<file path="src/rtl/mdio_pkg.sv">
package mdio_pkg;

  typedef enum logic [2:0] {
    S_HUNT,
    S_ST1,
    S_OP,
    S_ADR,
    S_TA,
    S_DAT
  } mdio_st_e;

  // A start code may begin after a full run of ones, or after a single
  // idle one once the slave has been primed by an accepted frame.
  function automatic logic start_allowed(input int ones, input int need,
                                         input logic primed);
    return (ones >= need) || (primed && ones > 0);
  endfunction

  function automatic logic op_legal(input logic [1:0] op);
    return (op == 2'b10) || (op == 2'b01);
  endfunction

  function automatic logic op_is_read(input logic [1:0] op);
    return op == 2'b10;
  endfunction

endpackage

</file>
<file path="src/rtl/mdio_edge_sync.sv">
module mdio_edge_sync #(
  parameter int STAGES = 2
) (
  input  logic clk,
  input  logic rst_n,
  input  logic mdc,
  input  logic mdio,
  output logic rise,
  output logic bit_val
);
  logic [STAGES-1:0] mdc_sh;
  logic [STAGES-1:0] dat_sh;
  logic              mdc_prev;

  always_ff @(posedge clk or negedge rst_n) begin
    if (!rst_n) begin
      mdc_sh   <= '0;
      dat_sh   <= '1;
      mdc_prev <= 1'b0;
    end else begin
      mdc_sh   <= {mdc_sh[STAGES-2:0], mdc};
      dat_sh   <= {dat_sh[STAGES-2:0], mdio};
      mdc_prev <= mdc_sh[STAGES-1];
    end
  end

  assign rise    = mdc_sh[STAGES-1] & ~mdc_prev;
  assign bit_val = dat_sh[STAGES-1];
endmodule

</file>
<file path="src/rtl/mdio_frame_parser.sv">
module mdio_frame_parser
  import mdio_pkg::*;
#(
  parameter int PRE_LEN = 32,
  parameter int DATA_W  = 16,
  parameter int PHY_W   = 5,
  parameter int REG_W   = 5,
  parameter int PORT_W  = 3
) (
  input  logic                    clk,
  input  logic                    rst_n,
  input  logic                    rise,
  input  logic                    bit_in,
  input  logic [PHY_W-PORT_W-1:0] strap_base,
  output logic                    ev_ta_first,
  output logic                    ev_ta_second,
  output logic                    ev_dat,
  output logic                    ev_last,
  output logic                    rd_frame,
  output logic [PORT_W-1:0]       port_q,
  output logic [REG_W-1:0]        reg_q,
  output logic                    wr_en,
  output logic [DATA_W-1:0]       wr_data
);
  localparam int AW     = PHY_W + REG_W;
  localparam int BASE_W = PHY_W - PORT_W;
  localparam int CNT_W  = $clog2(AW + DATA_W);
  localparam int ONES_W = $clog2(PRE_LEN + 1);

  mdio_st_e            st;
  logic [CNT_W-1:0]    cnt;
  logic [ONES_W-1:0]   ones;
  logic [1:0]          op_q;
  logic [AW-1:0]       adr_sh;
  logic [DATA_W-1:0]   dat_sh;
  logic                hit_q, rd_q, primed;
  logic [AW-1:0]       adr_next;
  logic                ev_adr_done;

  assign adr_next     = {adr_sh[AW-2:0], bit_in};
  assign ev_adr_done  = rise && st == S_ADR && cnt == CNT_W'(AW - 1);
  assign ev_ta_first  = rise && st == S_TA && cnt == '0;
  assign ev_ta_second = rise && st == S_TA && cnt == CNT_W'(1);
  assign ev_dat       = rise && st == S_DAT;
  assign ev_last      = ev_dat && cnt == CNT_W'(DATA_W - 1);
  assign rd_frame     = hit_q && rd_q;

  always_ff @(posedge clk or negedge rst_n) begin
    if (!rst_n) begin
      st      <= S_HUNT;
      cnt     <= '0;
      ones    <= '0;
      op_q    <= '0;
      adr_sh  <= '0;
      dat_sh  <= '0;
      hit_q   <= 1'b0;
      rd_q    <= 1'b0;
      primed  <= 1'b0;
      port_q  <= '0;
      reg_q   <= '0;
      wr_en   <= 1'b0;
      wr_data <= '0;
    end else begin
      wr_en <= 1'b0;
      if (rise) begin
        case (st)
          S_HUNT: begin
            if (bit_in) begin
              if (ones != ONES_W'(PRE_LEN)) ones <= ones + 1'b1;
            end else if (start_allowed(int'(ones), PRE_LEN, primed)) begin
              st <= S_ST1;
            end else begin
              ones <= '0;
            end
          end
          S_ST1: begin
            cnt  <= '0;
            ones <= '0;
            st   <= bit_in ? S_OP : S_HUNT;
          end
          S_OP: begin
            op_q <= {op_q[0], bit_in};
            cnt  <= cnt + 1'b1;
            if (cnt == CNT_W'(1)) begin
              cnt  <= '0;
              rd_q <= op_is_read({op_q[0], bit_in});
              st   <= op_legal({op_q[0], bit_in}) ? S_ADR : S_HUNT;
            end
          end
          S_ADR: begin
            adr_sh <= adr_next;
            cnt    <= cnt + 1'b1;
            if (ev_adr_done) begin
              cnt    <= '0;
              hit_q  <= adr_next[AW-1 -: BASE_W] == strap_base;
              port_q <= adr_next[REG_W +: PORT_W];
              reg_q  <= adr_next[REG_W-1:0];
              st     <= S_TA;
            end
          end
          S_TA: begin
            cnt <= cnt + 1'b1;
            if (ev_ta_second) begin
              cnt <= '0;
              st  <= S_DAT;
            end
          end
          S_DAT: begin
            dat_sh <= {dat_sh[DATA_W-2:0], bit_in};
            cnt    <= cnt + 1'b1;
            if (ev_last) begin
              wr_en   <= hit_q && !rd_q;
              wr_data <= {dat_sh[DATA_W-2:0], bit_in};
              primed  <= primed | hit_q;
              cnt     <= '0;
              ones    <= '0;
              st      <= S_HUNT;
            end
          end
          default: st <= S_HUNT;
        endcase
      end
    end
  end

  a_r5_ones_bound: assert property (@(posedge clk) disable iff (!rst_n)
    ones <= ONES_W'(PRE_LEN));
  a_r6_primed_sticky: assert property (@(posedge clk) disable iff (!rst_n)
    primed |=> primed);
  a_r3_wr_single: assert property (@(posedge clk) disable iff (!rst_n)
    wr_en |=> !wr_en);
  a_r4_wr_needs_hit: assert property (@(posedge clk) disable iff (!rst_n)
    wr_en |-> hit_q && !rd_q);
endmodule

</file>
<file path="src/rtl/mdio_read_driver.sv">
module mdio_read_driver #(
  parameter int DATA_W = 16
) (
  input  logic              clk,
  input  logic              rst_n,
  input  logic              ev_ta_first,
  input  logic              ev_ta_second,
  input  logic              ev_dat,
  input  logic              ev_last,
  input  logic              rd_frame,
  input  logic [DATA_W-1:0] rd_data,
  output logic              oe,
  output logic              out
);
  logic [DATA_W-1:0] sh;

  always_ff @(posedge clk or negedge rst_n) begin
    if (!rst_n) begin
      oe  <= 1'b0;
      out <= 1'b0;
      sh  <= '0;
    end else if (ev_ta_first && rd_frame) begin
      oe  <= 1'b1;
      out <= 1'b0;
    end else if (ev_ta_second && oe) begin
      out <= rd_data[DATA_W-1];
      sh  <= {rd_data[DATA_W-2:0], 1'b0};
    end else if (ev_dat && oe) begin
      if (ev_last) begin
        oe  <= 1'b0;
        out <= 1'b0;
      end else begin
        out <= sh[DATA_W-1];
        sh  <= {sh[DATA_W-2:0], 1'b0};
      end
    end
  end

  a_r2_ta_zero: assert property (@(posedge clk) disable iff (!rst_n)
    $rose(oe) |-> !out);
  a_r9_release: assert property (@(posedge clk) disable iff (!rst_n)
    ev_last |=> !oe);
endmodule

</file>
<file path="src/rtl/mdio_mgmt_slave.sv">
module mdio_mgmt_slave #(
  parameter int PRE_LEN     = 32,
  parameter int DATA_W      = 16,
  parameter int PHY_W       = 5,
  parameter int REG_W       = 5,
  parameter int PORT_W      = 3,
  parameter int SYNC_STAGES = 2
) (
  input  logic                    clk,
  input  logic                    rst_n,
  input  logic [PHY_W-PORT_W-1:0] strap_base,
  input  logic                    mdc,
  input  logic                    mdio_in,
  output logic                    mdio_out,
  output logic                    mdio_oe,
  output logic [PORT_W-1:0]       reg_rd_port,
  output logic [REG_W-1:0]        reg_rd_addr,
  input  logic [DATA_W-1:0]       reg_rd_data,
  output logic                    reg_wr_en,
  output logic [PORT_W-1:0]       reg_wr_port,
  output logic [REG_W-1:0]        reg_wr_addr,
  output logic [DATA_W-1:0]       reg_wr_data
);
  logic rise, bit_val;
  logic ev_ta_first, ev_ta_second, ev_dat, ev_last, rd_frame;
  logic [PORT_W-1:0] port_q;
  logic [REG_W-1:0]  reg_q;

  mdio_edge_sync #(.STAGES(SYNC_STAGES)) u_sync (
    .clk(clk), .rst_n(rst_n), .mdc(mdc), .mdio(mdio_in),
    .rise(rise), .bit_val(bit_val)
  );

  mdio_frame_parser #(
    .PRE_LEN(PRE_LEN), .DATA_W(DATA_W), .PHY_W(PHY_W),
    .REG_W(REG_W), .PORT_W(PORT_W)
  ) u_parse (
    .clk(clk), .rst_n(rst_n), .rise(rise), .bit_in(bit_val),
    .strap_base(strap_base),
    .ev_ta_first(ev_ta_first), .ev_ta_second(ev_ta_second),
    .ev_dat(ev_dat), .ev_last(ev_last), .rd_frame(rd_frame),
    .port_q(port_q), .reg_q(reg_q),
    .wr_en(reg_wr_en), .wr_data(reg_wr_data)
  );

  mdio_read_driver #(.DATA_W(DATA_W)) u_drv (
    .clk(clk), .rst_n(rst_n),
    .ev_ta_first(ev_ta_first), .ev_ta_second(ev_ta_second),
    .ev_dat(ev_dat), .ev_last(ev_last), .rd_frame(rd_frame),
    .rd_data(reg_rd_data), .oe(mdio_oe), .out(mdio_out)
  );

  assign reg_rd_port = port_q;
  assign reg_rd_addr = reg_q;
  assign reg_wr_port = port_q;
  assign reg_wr_addr = reg_q;

  a_r4_drive_needs_hit: assert property (@(posedge clk) disable iff (!rst_n)
    mdio_oe |-> rd_frame);
  a_r7_no_drive_and_write: assert property (@(posedge clk) disable iff (!rst_n)
    !(mdio_oe && reg_wr_en));
endmodule

</file>
<file path="config.mk">
export PLATFORM = sky130hd
export DESIGN_NAME = mdio_mgmt_slave
export DESIGN_NICKNAME = d
export VERILOG_FILES = /design/src/rtl/mdio_pkg.sv /design/src/rtl/mdio_edge_sync.sv /design/src/rtl/mdio_frame_parser.sv /design/src/rtl/mdio_read_driver.sv /design/src/rtl/mdio_mgmt_slave.sv
export SDC_FILE = /design/constraint.sdc
export NUM_CORES = 1
export LEC_CHECK = 0
export ABC_AREA = 1
export BUFFER_PORTS_ARGS = -buffer_cell sky130_fd_sc_hd__buf_2
export CORE_MARGIN = 4
export CORE_UTILIZATION = 45
export DETAILED_ROUTE_END_ITERATION = 8
export RECOVER_POWER = 50
export SETUP_SLACK_MARGIN = 0.05
export SLEW_MARGIN = 20
export SYNTH_ARGS = -nofsm -noshare
export SYNTH_HDL_FRONTEND = slang
export SYNTH_SLANG_ARGS = --single-unit
</file>
<file path="constraint.sdc">
create_clock -name clk -period 4.64 [get_ports clk]
set_input_delay 0.928 -clock clk [delete_from_list [all_inputs] [get_ports clk]]
set_output_delay 0.928 -clock clk [all_outputs]
set_load 0.005 [all_outputs]
</file>
==> results_dict.tcl, run 1 <==
set metrics [dict create \
    clk_pin_slew_ns 0.08 \
    dpl_cell_area_um2 4519 \
    initialDrtViolationCount 124 \
    gp_congestion 0.8506 \
    layout-area-overhead-vs-synth_pct 11.22 \
    maxCapViolCount 1 \
    coreArea_um2 9196 \
    num_rows 35 \
    track_usage_pct 15.65 \
    violations "max-capacitance violations, max-slew violations" \
    grt_pass1_vias 3110 \
    min_to "u_sync.mdc_sh[1]$_DFF_PN0_" \
    worst_slack_ns 1.587 \
    tightest_slew_ns 1.754 \
    mostFrequentLayoutCells "193 x nand2_1, 87 x dfrtp_1, 55 x buf_2, 48 x inv_1, 41 x o21ai_0" \
    synthSimpleGateAreaFrac_pct 27.12 \
    io_buffer_count 56 \
    vias_per_cell 4.823 \
    endpoint_kind "register" \
    antenna_left 0 \
    die_w_um 104.9 \
    cellLeakagePower_uw 0.002411 \
    synth_top_area_share_pct 51.53 \
    ctsLongestPathBuffers 2 \
    cts_sinks 89 \
    first_pass_iters 4 \
    clock.fmax_ghz 0.3276 \
    max_slew_margin_pct -16.95 \
    io_pins 57 \
    syn_nets 542 \
    rsz0062_at_grt "false" \
    worstRegToRegCells 10 \
    timing.final.crit_period_ns 3.053 \
    holdWs_ns 0.3595 \
    final_nets 589 \
    grt_antenna_before_repair 0 \
    dieArea_um2 11000 \
    hold_violations 0 \
    post_cts_buffers 0 \
    finalSetupViolCount 0 \
    die_height_um 104.9 \
    reg2reg_slack_ns 1.59 \
    num_vias 3251 \
    cts.htree.levels 3 \
    timing.final.crit_share_pct 65.79 \
    reg2reg_to "u_parse.cnt[2]$_DFFE_PN0P_" \
    final_common_cell "nand2_1" \
    synth_adder_area_share_pct 2.665 \
    synth_top_family_by_area "simple AND/OR/NAND/NOR gates" \
    holdPathStages 0 \
    ys_seq_elements 89 \
    synth_cell_types 33 \
    peakVddDrop_mv 0.1757 \
    skew_ns 0.01185 \
    p_per_area_nw_per_um2 297.7 \
    syn_inst 511 \
    drc 0 \
    cp.arrival_ns 3.30 \
    cts_buffers 9 \
    fin_setup_tns_ns 0 \
    report.final.slew_viol_count 35 \
    avgSynthCellArea_um2 8.269 \
    ctsResizeCount 0 \
    r2r-start "u_parse.st[2]$_DFFE_PN0P_" \
    place_hpwl_um 5669 \
    initial_core_util_pct 45.95 \
    diodes 0 \
    final_util_pct 51.10 \
    root_buffer "clkbuf_8" \
    syn-cell-area_um2 4225 \
    synth_area_leaders "dfrtp_1 52%, nand2_1 17%, o21ai_0 4.9%, inv_1 4.1%, nor2_1 2.8%" \
    grt-ovfl-total 0 \
    yosysTopAreaCell "dfrtp_1" \
    synth_mux_area_share_pct 0 \
    yosysSeqAreaShare_pct 52.77 \
    cts_tree "done" \
    nFillCells 889 \
    drive_gt1_share_pct 16.52 \
    min_path_type "reg2reg" \
    path_class "reg2reg" \
    synth_xor_xnor_area_share_pct 1.036 \
    required_ns 4.88 \
    finalInstanceArea_um2 4700 \
    crit_path_start_kind "register" \
    wl_per_cell_um 12.22 \
    routed_wl_um 8234 \
    grt_max_degree 57 \
    place_ws_ns 2.276 \
    grt_pass1_wl_um 14260 \
    worstHoldStart "u_sync.mdc_sh[0]$_DFF_PN0_" \
    synth_compound_area_share_pct 8.499 \
    insertion_delay_ns 0.35 \
    crit_fanout 19 \
    ys.warnings.count 0 \
    status "finished, violations left" \
    cts_hold_buffers 0 \
]
## critical path: stages (launching register included)
cell and delay, ns:
dfrtp_1 0.46, inv_1 0.19, nand3_1 0.16, nor2_1 0.82
nand2_1 0.66, nand2_1 0.22, nand2_2 0.13, inv_2 0.10
nand2_1 0.08, nand2_1 0.07, nand2_1 0.04
## metrics by stage
| stage | instances | power [uW] |
|---|---|---|
| floorplan | 511 | 824.3 |
| global placement | 658 | 854.9 |
| detailed placement | 658 | 855.9 |
| CTS | 674 | 1421 |
| global route | 674 | 1467 |
| finish | 674 | 1399 |
## worst max-delay path by stage
stage                                          start                          to  slack, ns
after detailed placement   u_parse.st[1]$_DFFE_PN0P_     u_drv.sh[4]$_DFFE_PN0P_       2.28
after global routing       u_parse.st[2]$_DFFE_PN0P_  u_parse.cnt[3]$_DFFE_PN0P_       1.32
final                      u_parse.st[2]$_DFFE_PN0P_  u_parse.cnt[2]$_DFFE_PN0P_       1.59
after floorplan           u_parse.cnt[0]$_DFFE_PN0P_   u_parse.st[1]$_DFFE_PN0P_       3.07
after global placement     u_parse.st[1]$_DFFE_PN0P_    u_drv.sh[11]$_DFFE_PN0P_       2.33
after CTS                  u_parse.st[1]$_DFFE_PN0P_     u_drv.sh[3]$_DFFE_PN0P_       2.25
## sequential cells by signal, indices dropped and copies added (netlist names), 2 cells and up
name,cells
u_parse.reg_q,5
u_parse.port_q,3
u_sync.mdc_sh,2
u_parse.dat_sh,15
u_drv.sh,15
u_parse.st,3
u_parse.adr_sh,9
u_parse.ones,6
u_parse.wr_data,16
u_parse.cnt,5
u_sync.dat_sh,2
## layout make-up
cell class                      instances  area [um2]  area share (%)
Sequential cell                        89        2230           47.44
Multi-Input combinational cell        348        1637           34.82
Timing Repair Buffer                   57       286.5           6.097
Inverter                               53       198.9           4.233
Clock buffer                           11       141.4           3.009
Tap cell                              111       138.9           2.955
Clock inverter                          5       67.56           1.438
## Yosys cell counts
master	number
a21oi_1	5
a21oi_4	1
buf_1	1
buf_2	3
buf_4	10
buf_6	2
clkbuf_1	5
dfrtp_1	87
dfstp_2	2
ha_1	9
inv_1	46
inv_2	7
nand2_1	192
nand2_2	6
nand2_4	1
nand3_1	21
nand3_2	3
nand3_4	2
nand4_1	1
nor2_1	31
nor2_2	3
nor2_4	3
nor3_1	1
nor3b_1	1
nor4_1	1
o21ai_0	41
o21ai_1	12
o21bai_1	5
o31ai_1	2
or2_0	1
or2_2	1
xnor2_1	1
xor2_1	4
## layer usage
metal | vias to the layer above | share of wire (%) | global-route usage, %
li1 | 1674 | - | -
met1 | 1495 | 47 | 20.90
met2 | 72 | 46 | 25.66
met3 | 10 | 4.8 | 2.718
met4 | 0 | 1.4 | 5.623
met5 | - | 0 | 0
## cell families after synthesis
family | Yosys count
and+or+nand+nor | 268
DFF | 89
buffers and inverters | 74
AOI/OAI and AO/OA | 66
adders and majority gates | 9
xor gates and xnor gates | 5
## power by group
part	internal, uW	switching [uW]	total [uW]
sequential	782	6.80	788
clock	274	287	561
combinational	16.3	33.5	49.9
total	1070	327	1400
No activity file was read; power rests on OpenSTA's default activity.
==> run 2, diff against run 1 <==
- PLACE_DENSITY: default -> 0.67
- clock period: 4.64 -> 2.8 ns (I/O delays scaled with it)
==> results_dict.tcl, run 2 (same netlist as run 1, synthesis figures left out) <==
set metrics [dict create \
    max_slew_margin_pct 28.44 \
    cp_top_family "simple AND/OR/NAND/NOR gates" \
    regMostFlops "u_parse.wr_data" \
    skew_ns 0.01057 \
    mostFrequentLayoutCells "192 x nand2_1, 87 x dfrtp_1, 55 x buf_2, 48 x inv_1, 41 x o21ai_0" \
    hold_violations 0 \
    critPathMaxStageDelay_ns 0.46 \
    final_common_cell "nand2_1" \
    num_vias 3308 \
    peakVddDrop_mv 0.2374 \
    cts_buffers 9 \
    root_buffer "clkbuf_8" \
    io_buffer_count 56 \
    cellLeakagePower_uw 0.002440 \
    path_buf_inv 2 \
    initialDrtViolationCount 162 \
    first_pass_iters 4 \
    cts.htree.levels 3 \
    grt_max_degree 43 \
    num_rows 35 \
    maxCapViolCount 0 \
    finalInstanceArea_um2 4733 \
    required_ns 3.04 \
    place_hpwl_um 5880 \
    reg2reg_slack_ns 0.75 \
    report.final.slew_viol_count 0 \
    clock.fmax_ghz 0.4886 \
    antenna_left 0 \
    final_util_pct 51.47 \
    fin_setup_tns_ns 0 \
    ctsLongestPathBuffers 2 \
    track_usage_pct 16.71 \
    min_path_type "in2reg" \
    finalSetupViolCount 0 \
    tightest_slew_ns 1.073 \
    post_cts_buffers 0 \
    die_w_um 104.9 \
    slowest_stage "dfrtp_1" \
    wl_per_cell_um 12.22 \
    grt_pass1_wl_um 15250 \
    vias_per_cell 4.886 \
    clk_pin_slew_ns 0.08 \
    path_class "reg2reg" \
    endpoint_kind "register" \
    status "completed" \
    grt_antenna_before_repair 0 \
    timing.final.crit_share_pct 73.10 \
    timing.final.crit_period_ns 2.047 \
    io_pins 57 \
    cp_common_cell "nand2_1" \
    crit_path_start_kind "register" \
    routed_wl_um 8274 \
    coreArea_um2 9196 \
    grt_pass1_vias 3262 \
    dpl_cell_area_um2 4554 \
    ctsResizeCount 0 \
    path_cells "inv_1, nand3_1, nor2_4, nand2_4, nand2_1, nand2_2, inv_2, nand2_1, nand2_1, nand2_1" \
    grt-ovfl-total 0 \
    cp.arrival_ns 2.29 \
    rsz0062_at_grt "false" \
    final_nets 592 \
    cts_hold_buffers 0 \
    crit_fanout 19 \
    die_height_um 104.9 \
    gp_congestion 0.7973 \
    multi_input_area_um2 1652 \
    diodes 0 \
    nFillCells 887 \
    register_area_um2 2230 \
    p_per_area_nw_per_um2 482.0 \
    insertion_delay_ns 0.35 \
    cts_tree "done" \
    cts_sinks 89 \
    largest_reg_flops 16 \
    initial_core_util_pct 45.95 \
    reg_top3 "u_parse.wr_data: 16 flops, u_drv.sh: 15 flops, u_parse.dat_sh: 15 flops" \
    dieArea_um2 11000 \
    drive_gt1_share_pct 17.31 \
    layout-area-overhead-vs-synth_pct 12.02 \
    drc 0 \
]
[run 2: cell count changes in the layout (fill, tap and decap cells not counted), sizes merged]
| cell | before | now |
|---|---|---|
| buf | 56 | 58 |
| clkbuf | 12 | 13 |
| clkinv | 0 | 2 |
| inv | 57 | 55 |
[run 2: final cells by class]
cell class              instances  area share (%)
clock buffers                  11           2.776
clock inverters                 5           1.348
inverters                      53           4.203
multi-input cells             348           34.89
flip-flops and latches         89           47.11
well taps                     111           2.934
repair buffers                 60           6.741
[run 2: metrics by stage]
step | hold slack [ns] | total power [uW] | cells | setup WS, ns
final | 0.3104 | 2281 | 677 | 0.7533
after detailed placement | 0.3379 | 1425 | 661 | 0.7630
after global routing | 0.2911 | 2401 | 677 | 0.5102
after CTS | 0.1916 | 2321 | 677 | 0.7451
after floorplan | 0.2644 | 1366 | 511 | 1.226
after global placement | 0.3372 | 1420 | 661 | 0.8361
[run 2: report_power, final]
group / total [uW] / switching [uW] / leakage (uW) / internal, uW
clock: 887 / 464 / 0.0000998 / 423
sequential: 1310 / 10.8 / 0.00114 / 1300
combinational: 87.9 / 58.0 / 0.00120 / 29.9
total: 2280 / 533 / 0.00244 / 1750
[run 2: final timing paths]
path | start | end | depth (start not counted)
hold reg to reg | u_sync.dat_sh[0]$_DFF_PN1_ | u_sync.dat_sh[1]$_DFF_PN1_ | 0
setup / recovery | u_parse.st[2]$_DFFE_PN0P_ | u_parse.cnt[2]$_DFFE_PN0P_ | 10
setup reg to reg | u_parse.st[2]$_DFFE_PN0P_ | u_parse.cnt[2]$_DFFE_PN0P_ | 10
min in group asynchronous | rst_n | u_parse.wr_data[12]$_DFFE_PN0P_ | 1
max in group asynchronous | rst_n | u_parse.dat_sh[5]$_DFFE_PN0N_ | 2
hold / removal | mdio_in | u_sync.dat_sh[0]$_DFF_PN1_ | 1
[run 2: per-layer routing]
metal  wire [um]  global-route usage [%]  part of all wire [%]  vias to the layer above
li1            -                       -                     -                     1687
met4         110                   6.842                   1.3                        0
met5           0                       0                     0                        -
met2        3793                   25.76                    46                       68
met3         395                   3.397                   4.8                        8
met1        3974                   23.10                    48                     1545
==> run 3, diff against run 2 <==
- ABC_AREA: 1 -> 0
- PLACE_DENSITY: 0.67 -> 0.65
- clock period: 2.8 -> 2.14 ns (I/O delays scaled with it)
==> results_dict.tcl, run 3 <==
set metrics [dict create \
    cellLeakagePower_uw 0.002680 \
    initialDrtViolationCount 168 \
    diodes 0 \
    wl_met3_um 297 \
    grt-ovfl-total 0 \
    routed_wl_um 8058 \
    drc 0 \
    power_uw 3032 \
    ys_seq_elements 89 \
    cts_buffers 9 \
    holdWs_ns 0.1810 \
    tightest_slew_ns 1.788 \
    cts_hold_buffers 0 \
    insertion_delay_ns 0.36 \
    largest_reg_flops 16 \
    io_pins 57 \
    synth_compound_area_share_pct 8.990 \
    fin_setup_tns_ns 0 \
    clk_pin_slew_ns 0.09 \
    io_buffer_count 56 \
    final_util_pct 57.42 \
    yosysTopAreaCell "dfrtp_1" \
    violations "max-capacitance violations, max-slew violations" \
    synthArstFlopShare_pct 100.0 \
    yosysSeqAreaShare_pct 54.68 \
    synth_top_family_by_area "multiplexers" \
    final_common_cell "dfrtp_1" \
    required_ns 2.39 \
    skew_ns 0.01737 \
    grt_pass1_wl_um 13520 \
    avgSynthCellArea_um2 11.96 \
    timing.final.crit_share_pct 97.08 \
    synth_xor_xnor_area_share_pct 0.4296 \
    max_slew_margin_pct -19.17 \
    gp_congestion 0.8662 \
    drive_gt1_share_pct 41.12 \
    grt_antenna_before_repair 0 \
    report.final.slew_viol_count 33 \
    track_usage_pct 16.07 \
    synth_adder_area_share_pct 2.762 \
    layout-area-overhead-vs-synth_pct 23.41 \
    yosysMostFrequentCell "dfrtp_1" \
    met1_length_um 3908 \
    syn_nets 372 \
    ctsLongestPathBuffers 2 \
    path_class "reg2reg" \
    syn-cell-area_um2 4078 \
    finalInstanceArea_um2 5032 \
    timing.final.crit_period_ns 2.078 \
    reg_top3 "u_parse.wr_data: 16 flops, u_drv.sh: 15 flops, u_parse.dat_sh: 15 flops" \
    top_layer_used "met4" \
    p_per_area_nw_per_um2 602.5 \
    wl_per_cell_um 15.03 \
    clock.fmax_ghz 0.4813 \
    dpl_cell_area_um2 4602 \
    crit_path_start_kind "register" \
    die_w_um 103.2 \
    cts.htree.levels 3 \
    grt_pass1_vias 2795 \
    antenna_left 0 \
    regMostFlops "u_parse.wr_data" \
    die_height_um 103.2 \
    syn_inst 341 \
    min_path_type "in2reg" \
    rsz0062_at_grt "true" \
    synth_cell_types 47 \
    num_rows 34 \
    cts_sinks 89 \
    final_nets 454 \
    vias_per_cell 5.257 \
    root_buffer "clkbuf_8" \
    crit_fanout 7 \
    cp.arrival_ns 2.32 \
    dieArea_um2 10650 \
    initial_core_util_pct 46.53 \
    num_vias 2818 \
    met2WireLength_um 3756 \
    place_hpwl_um 5490 \
    endpoint_kind "register" \
    grt_max_degree 42 \
    synth_top_flop_cell "dfrtp_1" \
    cts_tree "done" \
    synth_top_area_share_pct 53.39 \
    synth_edf_count 0 \
    worstHoldStart "mdio_in" \
    synthSimpleGateAreaFrac_pct 12.55 \
    finalSetupViolCount 0 \
    hold_violations 0 \
    first_pass_iters 4 \
    maxCapViolCount 1 \
    peakVddDrop_mv 0.3943 \
    mostFrequentLayoutCells "87 x dfrtp_1, 49 x buf_2, 47 x mux2_2, 31 x nand2_1, 28 x buf_4" \
    synth_area_leaders "dfrtp_1 53%, mux2_2 13%, mux2i_1 3.7%, nand2_1 3.0%, o21ai_0 2.8%" \
    netlist_top_cells_count "87 x dfrtp_1, 47 x mux2_2, 33 x nand2_1, 23 x o21ai_0, 15 x mux2i_1" \
    worstSetupStartpoint "u_parse.cnt[1]$_DFFE_PN0P_" \
    status "finished, violations left" \
    r2r-start "u_parse.cnt[1]$_DFFE_PN0P_" \
    coreArea_um2 8763 \
    synth_mux_area_share_pct 16.66 \
    ys.warnings.count 0 \
]
run 3: power by group:
| part | total (uW) | internal (uW) | switching, uW |
|---|---|---|---|
| clock | 1190 | 558 | 629 |
| sequential | 1700 | 1690 | 9.49 |
| combinational | 140 | 61.8 | 77.9 |
run 3: critical path: stages, from the launching register on:
cell	delay [ns]
dfrtp_1	0.40
ha_2	0.20
and3_4	0.16
ha_4	0.16
and3b_2	0.22
nand2_4	0.09
or3b_4	0.44
clkbuf_16	0.19
nand2_1	0.06
o21ai_1	0.06
run 3: final cells by class:
type | count | area [um2]
fillers | 754 | 3731
flip-flops and latches | 89 | 2230
multi-input cells | 220 | 1793
repair buffers | 92 | 625.6
well taps | 108 | 135.1
clock buffers | 9 | 123.9
clock inverters | 7 | 81.33
inverters | 11 | 43.79
run 3: worst paths after layout:
kind	end	slack (ns)	depth (start not counted)
max reg2reg	u_drv.sh[10]$_DFFE_PN0P_	0.06	9
min in group asynchronous	u_parse.adr_sh[2]$_DFFE_PN0P_	0.54	1
min reg2reg	u_sync.dat_sh[1]$_DFF_PN1_	0.35	0
max in group asynchronous	u_sync.dat_sh[0]$_DFF_PN1_	0.45	2
max	u_drv.sh[10]$_DFFE_PN0P_	0.06	9
min	u_sync.dat_sh[0]$_DFF_PN1_	0.18	1
run 3: metal layers:
layer  global-route usage [%]  vias to the layer above
li1                         -                     1373
met1                    22.91                     1386
met2                    24.91                       50
met3                    3.890                        9
met4                    3.984                        0
met5                        0                        -
run 3: logic make-up after synthesis:
group / Yosys count
and+or+nand+nor: 90
muxes: 62
AOI/OAI and AO/OA: 57
xor gates and xnor gates: 2
adders and majority gates: 9
buffers and inverters: 32
DFF: 89
run 3: through the flow:
stage                     instances  setup slack [ns]
final                           536           0.06246
after global routing            536           0.01825
after CTS                       525           0.03833
after detailed placement        509           0.01114
after global placement          509           0.04419
after floorplan                 341           0.09100
run 3: repair_timing:
| item | 4_1_cts | 5_1_grt |
|---|---|---|
| setup buffers | 0 | 8 |
| setup endpoints to repair | 21 | 36 |
| resized for setup | 3 | 28 |
| pin swaps | 1 | 12 |
| cloned | 0 | 3 |
